[src/rtl/cop_runctl.sv]
module cop_runctl #(
  parameter int NIRQ = 8
) (
  input  logic            clk,
  input  logic            rst_n,
  input  logic            wr_en,
  input  logic [3:0]      wr_data,
  output logic [3:0]      rd_data,
  input  logic            dbg_req,
  input  logic            core_idle,
  input  logic            core_retire,
  input  logic            core_err,
  input  logic [NIRQ-1:0] irq_src,
  output logic            step_req,
  output logic            core_dbg,
  output logic            core_stall,
  output logic            thread_abort,
  output logic            activity,
  output logic [NIRQ-1:0] irq_out,
  output logic            err_irq
);
  localparam int B_STEP = 3;
  localparam int B_FAKE = 2;
  localparam int B_ERR  = 1;
  localparam int B_IE   = 0;

  logic step_busy, fake_r, err_flag, ie_r;
  logic step_go, err_ack;

  assign step_go = wr_en && wr_data[B_STEP] && dbg_req && !step_busy;
  assign err_ack = wr_en && wr_data[B_ERR];

  always_ff @(posedge clk or negedge rst_n) begin
    if (!rst_n) begin
      step_busy <= 1'b0;
      step_req  <= 1'b0;
    end else begin
      step_req <= step_go;
      if (step_go)
        step_busy <= 1'b1;
      else if (step_busy && core_retire)
        step_busy <= 1'b0;
    end
  end

  always_ff @(posedge clk or negedge rst_n) begin
    if (!rst_n) begin
      err_flag     <= 1'b0;
      thread_abort <= 1'b0;
    end else begin
      thread_abort <= err_flag && err_ack && !core_err;
      if (core_err)
        err_flag <= 1'b1;
      else if (err_ack)
        err_flag <= 1'b0;
    end
  end

  always_ff @(posedge clk or negedge rst_n) begin
    if (!rst_n) begin
      fake_r <= 1'b0;
      ie_r   <= 1'b0;
    end else if (wr_en) begin
      fake_r <= wr_data[B_FAKE];
      ie_r   <= wr_data[B_IE];
    end
  end

  assign rd_data    = {step_busy, fake_r, err_flag, ie_r};
  assign core_dbg   = dbg_req && !step_busy;
  assign core_stall = err_flag;
  assign activity   = fake_r || (!core_idle && !core_dbg);
  assign irq_out    = ie_r ? irq_src : '0;
  assign err_irq    = err_flag;

  AST_STEP_PULSE: assert property (@(posedge clk) disable iff (!rst_n)
    step_req |=> !step_req);
  AST_STEP_BUSY: assert property (@(posedge clk) disable iff (!rst_n)
    step_req |-> rd_data[3]);
  AST_STEP_DONE: assert property (@(posedge clk) disable iff (!rst_n)
    (rd_data[3] && core_retire && !step_req) |=> !rd_data[3]);
  AST_ERR_SET: assert property (@(posedge clk) disable iff (!rst_n)
    core_err |=> (core_stall && err_irq));
  AST_ABORT_REAL: assert property (@(posedge clk) disable iff (!rst_n)
    thread_abort |-> (!core_stall && $past(core_stall)));
  AST_IRQ_MASK: assert property (@(posedge clk) disable iff (!rst_n)
    !rd_data[0] |-> (irq_out == '0));
endmodule

[config.mk]
export PLATFORM = sky130hd
export DESIGN_NAME = cop_runctl
export DESIGN_NICKNAME = d
export VERILOG_FILES = /design/src/rtl/cop_runctl.sv
export SDC_FILE = /design/constraint.sdc
export NUM_CORES = 1
export LEC_CHECK = 0
export BUFFER_PORTS_ARGS = -buffer_cell sky130_fd_sc_hd__clkbuf_2
export CAP_MARGIN = 5
export CORE_AREA = 2 2 39 41
export CTS_BUF_LIST = sky130_fd_sc_hd__clkbuf_2 sky130_fd_sc_hd__clkbuf_4 sky130_fd_sc_hd__clkbuf_8
export CTS_CLUSTER_SIZE = 20
export DETAILED_ROUTE_END_ITERATION = 12
export DIE_AREA = 0 0 41 43
export SETUP_SLACK_MARGIN = 0.5
export SLEW_MARGIN = 15
export SYNTH_ARGS = -nofsm -noshare
export SYNTH_HDL_FRONTEND = slang
export SYNTH_SLANG_ARGS = --single-unit
[constraint.sdc]
create_clock -name clk -period 1.4 [get_ports clk]
set_input_delay 0.42 -clock clk [delete_from_list [all_inputs] [get_ports clk]]
set_output_delay 0.42 -clock clk [all_outputs]
set_load 0.05 [all_outputs]
==> results of run 1 <==
[critical path, cell delays in order (launching register included)]
cell and delay [ns]:
dfrtp_2 0.41, buf_6 0.13, and2_4 0.14, buf_8 0.14
[where the power goes]
group | switching, mW | internal [mW]
logic | 0.210 | 0.209
clock network | 0.0581 | 0.0967
registers | 0.0158 | 0.188
[cells in the mapped netlist (all sizes together)]
library cell	n
and2	8
nor3b	1
a21o	1
mux2	2
mux2i	1
nor2	1
o21bai	1
dfrtp	6
nand2	1
nor2b	1
buf	5
nand3	1
[final cells by class]
cell class                 count  share of cell area
multi-input combinational     18               0.199
tap                           16              0.0233
timing repair buffer          44               0.570
sequential                     6               0.182
clock buffer                   3              0.0262
[repair_timing]
item | CTS | global route
gates resized for setup | 42 | 19
pin swaps | 0 | 6
buffers inserted | 2 | 4
setup endpoints to repair | 18 | 18
endpoints found under the hold margin | 6 | 0
hold buffers | 1 | 0
[layer usage]
metal,wire (microns),up-vias,part of all wire,track usage
met5,0,-,0,0
met4,0,0,0,0.0800
met3,130,0,0.11,0.0314
met2,668,29,0.59,0.250
met1,336,166,0.30,0.0963
li1,-,174,-,-
[metrics by stage]
stage / hold WS, ns / utilization / area [sq um] / total power [mW]
after floorplan: 0.124 / - / 383 / 0.428
after global placement: 0.252 / 0.383 / 531 / 0.469
after detailed placement: 0.252 / 0.383 / 531 / 0.472
after CTS: 0.337 / 0.573 / 793 / 0.733
after global routing: 0.347 / 0.622 / 861 / 0.821
final: 0.350 / 0.622 / 861 / 0.778
[sequential cells by signal (all words and copies together), names as in the netlist]
register and cells:
step_busy 1, ie_r 1, fake_r 1, step_req 1
thread_abort 1, core_stall 1
[worst max-delay path by stage]
stage | from | depth (start not counted) | slack [ns] | end
floorplan | dbg_req | 2 | 0.03 | activity
global placement | dbg_req | 4 | -0.03 | activity
detailed placement | dbg_req | 4 | -0.04 | activity
CTS | step_busy | 3 | -0.1 | activity
global route | ie_r | 3 | -0.11 | irq_out[0]
finish | ie_r | 3 | -0.08 | irq_out[0]
[layout by cell type (no fill, tap or decap), drive strengths merged, types with 2 or more instances in the layout]
| cell type | synthesis | final |
|---|---|---|
| clkbuf | 0 | 28 |
| buf | 5 | 18 |
| and2 | 8 | 8 |
| dfrtp | 6 | 6 |
| mux2 | 2 | 2 |
[logic make-up (layout without fill, tap and decap cells)]
group / count (synthesis) / count (layout)
AO/OA/AOI/OAI: 2 / 2
buffers and inverters: 5 / 47
AND/OR/NAND/NOR: 13 / 13
multiplexers: 3 / 3
flip-flops: 6 / 6
==> impl_results.md, run 1 <==
- Largest family of logic cells by synthesized area: simple AND/OR/NAND/NOR gates
- Root Buffer Master: clkbuf_4
- Post-Place Setup Slack: -0.0446 ns
- Yosys top cell area share: 0.474
- Cell Area, Synth: 317 sq um
- Min-Delay Endpoint: step_busy
- Violated checks: negative setup slack
- RSZ-0062 raised after global routing: true
- Final setup vio count: 11
- Mapped Nets: 48
- Total Wirelength: 1140 microns
- Via/cell ratio: 4.24
- CTS max path bufs: 2
- Post-synthesis sequential area ratio: 0.474
- Pwr dens: 904 nW/um^2
- Fin crit period: 1.48 ns
- Clock skew: 0.00131 ns
- Synth warnings: 0
- Leak Pwr: 0.437 nW
- Max FO, Critical Path: 5
- Placed Cells: 77
- R2R setup slack: 0.36 ns
- GRT Util Overall: 0.129
- Setup TNS Final: -0.707 ns
- Total iterations of the first detailed-routing run: 2
- Die height: 43 microns
- Crit end category: output pin
- Hold Startpoint: core_retire
- Rows: 14
- Detailed Route Iter0 Violations: 2
- Crit share post-route: 1.06
- Fin nets: 92
- Via count: 369
- Vias in the first global route: 349
- Crit start category: flop
- Yosys reg bits: 6
- Synthesized area per cell: 10.9 sq um
- Setup CP Type: flop to output pin
- Multi-input gate area: 171 sq um
- Storage element area: 156 sq um
- Area Overhead vs Synth: 172%
- Multiplexer area fraction after synthesis: 0.103
- Post-synthesis cell count: 29
- Simple-gate share of the synthesized area: 0.257
- CP Data Arrival Time: 1.06 ns
- Core ar.: 1380 sq um
- Hold Path Class: input port to flop
- Largest net degree at the start of global routing: 11
- Io pins: 37
- Max Clk Rate: 0.677 GHz
- WHS Path Cells: 2
- DIE WIDTH: 41 microns
- FF-to-FF path depth: 3
- Compound-Gate Fraction of Synth Area: 0.0474
- Setup ws final: -0.0778 ns
- Unique masters post-synth: 12
- Gpl congestion: 0.675
- Synth Area in XOR/XNOR: 0
- Antenna Diode Count: 0
- CTS sink cnt: 6
- Starting Density: 0.229
- CTS H-tree lvls: 1
- Clk slew on worst S/H paths: 0.04 ns
- Post-Synth Adder-Cell Area: 0
- First-pass GRT wire length: 1410 microns
- Worst-margin pin slew: 0.158 ns
- Status: complete, but fails checks
- Slew Viols, Final: 0
- Reg2reg end: ie_r
- Cell type with the largest total area after synthesis: dfrtp_1
- DP Wirelength: 658 microns
- Fillers: 109
- Hold violation count in the final report: 0
- Area contributors post-synth: dfrtp_1 47%, and2_1 16%, buf_4 12%
- Wire length per cell: 13.1 microns
- Initial antenna violation count: 0
- Clk_lat worst skew: 0.24 ns
- Cts bufs inserted: 3
- PortBufs: 36
- DIE AREA: 1760 sq um
- RR Startpoint: ie_r
- Max_slew headroom: 0.895
- Critical Path RT: 0.98 ns
- GRT overflow: 0
- Ratio of cells with drive above 1 in the final layout: 0.887
- Max Cap Viol: 0
- Final cell count without fillers: 87
- Drc violations: 0
- Final ANT Viol Nets: 0
- VDD IR-drop max: 0.531 mV
- CTS tree: yes
No activity file was read; power rests on OpenSTA's default activity.
==> run 2, diff against run 1 <==
- MAX_ROUTING_LAYER: default -> met4
==> impl_results.md, run 2 (same netlist as run 1, synthesis figures left out) <==
- Gpl congestion: 0.682
- Ratio of cells with drive above 1 in the final layout: 0.887
- Crit end category: output pin
- Crit start category: flop
- Setup CP Type: flop to output pin
- Status: complete, but fails checks
- Wire length per cell: 13.0 microns
- RSZ-0062 raised after global routing: true
- GRT Util Overall: 0.132
- Area Overhead vs Synth: 172%
- Cell Area, Placed: 531 sq um
- Design area: 861 sq um
- Vias in the first global route: 349
- FF-to-FF path depth: 3
- Leak Pwr: 0.437 nW
- Drc violations: 0
- Min-Delay Endpoint: step_busy
- Via count: 369
- Clk slew on worst S/H paths: 0.04 ns
- Violated checks: negative setup slack
- Fin crit period: 1.48 ns
- Most frequent cells in the layout: 18 x clkbuf_2, 10 x buf_8, 8 x and2_4
- Core ar.: 1380 sq um
- Setup TNS Final: -0.708 ns
- CTS max path bufs: 2
- Setup ws final: -0.0777 ns
- GRT overflow: 0
- R2R setup slack: 0.36 ns
- Fin nets: 92
- CTS sink cnt: 6
- Pwr dens: 904 nW/um^2
- CTS tree: yes
- Rows: 14
- DIE WIDTH: 41 microns
- CP Data Arrival Time: 1.06 ns
- VDD IR-drop max: 0.531 mV
- Final ANT Viol Nets: 0
- Slew Viols, Final: 0
- Critical Path RT: 0.98 ns
- Post-Place Setup Slack: -0.0446 ns
- Via/cell ratio: 4.24
- Antenna Diode Count: 0
- Largest net degree at the start of global routing: 11
- Reg2reg end: ie_r
- Max_slew headroom: 0.895
- Crit share post-route: 1.06
- PortBufs: 36
- Initial antenna violation count: 0
- Final setup vio count: 11
- Fillers: 109
- Hold violation count in the final report: 0
- CP max stage cell: dfrtp_2
- Max incr delay on CP: 0.41 ns
- Cts bufs inserted: 3
- Hold Startpoint: core_retire
- Detailed Route Iter0 Violations: 2
- Starting Density: 0.229
- Placed Cells: 77
- WHS Path Cells: 2
- Max Cap Viol: 0
- Max Clk Rate: 0.677 GHz
- Worst-margin pin slew: 0.157 ns
- CTS H-tree lvls: 1
- DP Wirelength: 658 microns
- DIE AREA: 1760 sq um
- Clk_lat worst skew: 0.24 ns
- Hold Path Class: input port to flop
- Clock skew: 0.00131 ns
- Crit-path cells: buf_6, and2_4, buf_8
- Most common cell after layout, fill and taps aside: clkbuf_2
- Final cell count without fillers: 87
- Root Buffer Master: clkbuf_4
- Die height: 43 microns
- Total Wirelength: 1130 microns
- Total iterations of the first detailed-routing run: 2
- Io pins: 37
- First-pass GRT wire length: 1410 microns
- Max FO, Critical Path: 5
- RR Startpoint: ie_r
==> run 2: cell counts in the layout (fill, tap and decap cells not counted) <==
No cell type changed its count.
==> run 2: power breakdown <==
group	switching [mW]	total, mW	internal [mW]
Clock	0.0581	0.155	0.0967
Sequential	0.0157	0.204	0.188
Combinational	0.210	0.419	0.209
Total	0.284	0.778	0.494
==> run 2: worst max path at each step <==
stage	startpoint	to	cells past startpoint
after floorplan	dbg_req	activity	2
after CTS	step_busy	activity	3
final	ie_r	irq_out[0]	3
after global placement	dbg_req	activity	4
after global routing	ie_r	irq_out[0]	3
after detailed placement	dbg_req	activity	4
==> run 2: metal layers <==
| layer | track usage | vias up | routed length, microns |
|---|---|---|---|
| met5 | - | - | 0 |
| met4 | 0.0800 | 0 | 0 |
| met3 | 0.0314 | 0 | 130 |
| met2 | 0.250 | 29 | 668 |
| met1 | 0.0963 | 166 | 335 |
| li1 | - | 174 | - |
==> run 2: critical path, delay by kind of cell, from the launching register on <==
kind          cells  cell delay, ns
simple gates      1            0.14
buf+inv           2            0.27
flops             1            0.41
==> run 2: layout make-up <==
type | instances | area, sq um | area share
clock buffers | 3 | 22.5 | 0.0262
flip-flops and latches | 6 | 156 | 0.182
well taps | 16 | 20.0 | 0.0233
multi-input cells | 18 | 171 | 0.199
repair buffers | 44 | 490 | 0.570
==> run 2: stage by stage <==
step           power [mW]  utilization  hold WS [ns]
2_1_floorplan       0.428            -         0.124
3_3_place_gp        0.469        0.383         0.252
5_1_grt             0.821        0.622         0.347
6_report            0.778        0.622         0.350
3_5_place_dp        0.472        0.383         0.252
4_1_cts             0.733        0.573         0.337
==> run 2: what timing repair did <==
item | CTS | global route
buffers inserted | 2 | 4
cloned | 0 | 0
gates resized for setup | 42 | 19
pin swaps | 0 | 6
endpoints found under the hold margin | 6 | 0
hold buffers | 1 | 0
endpoints found under the setup margin | 18 | 18
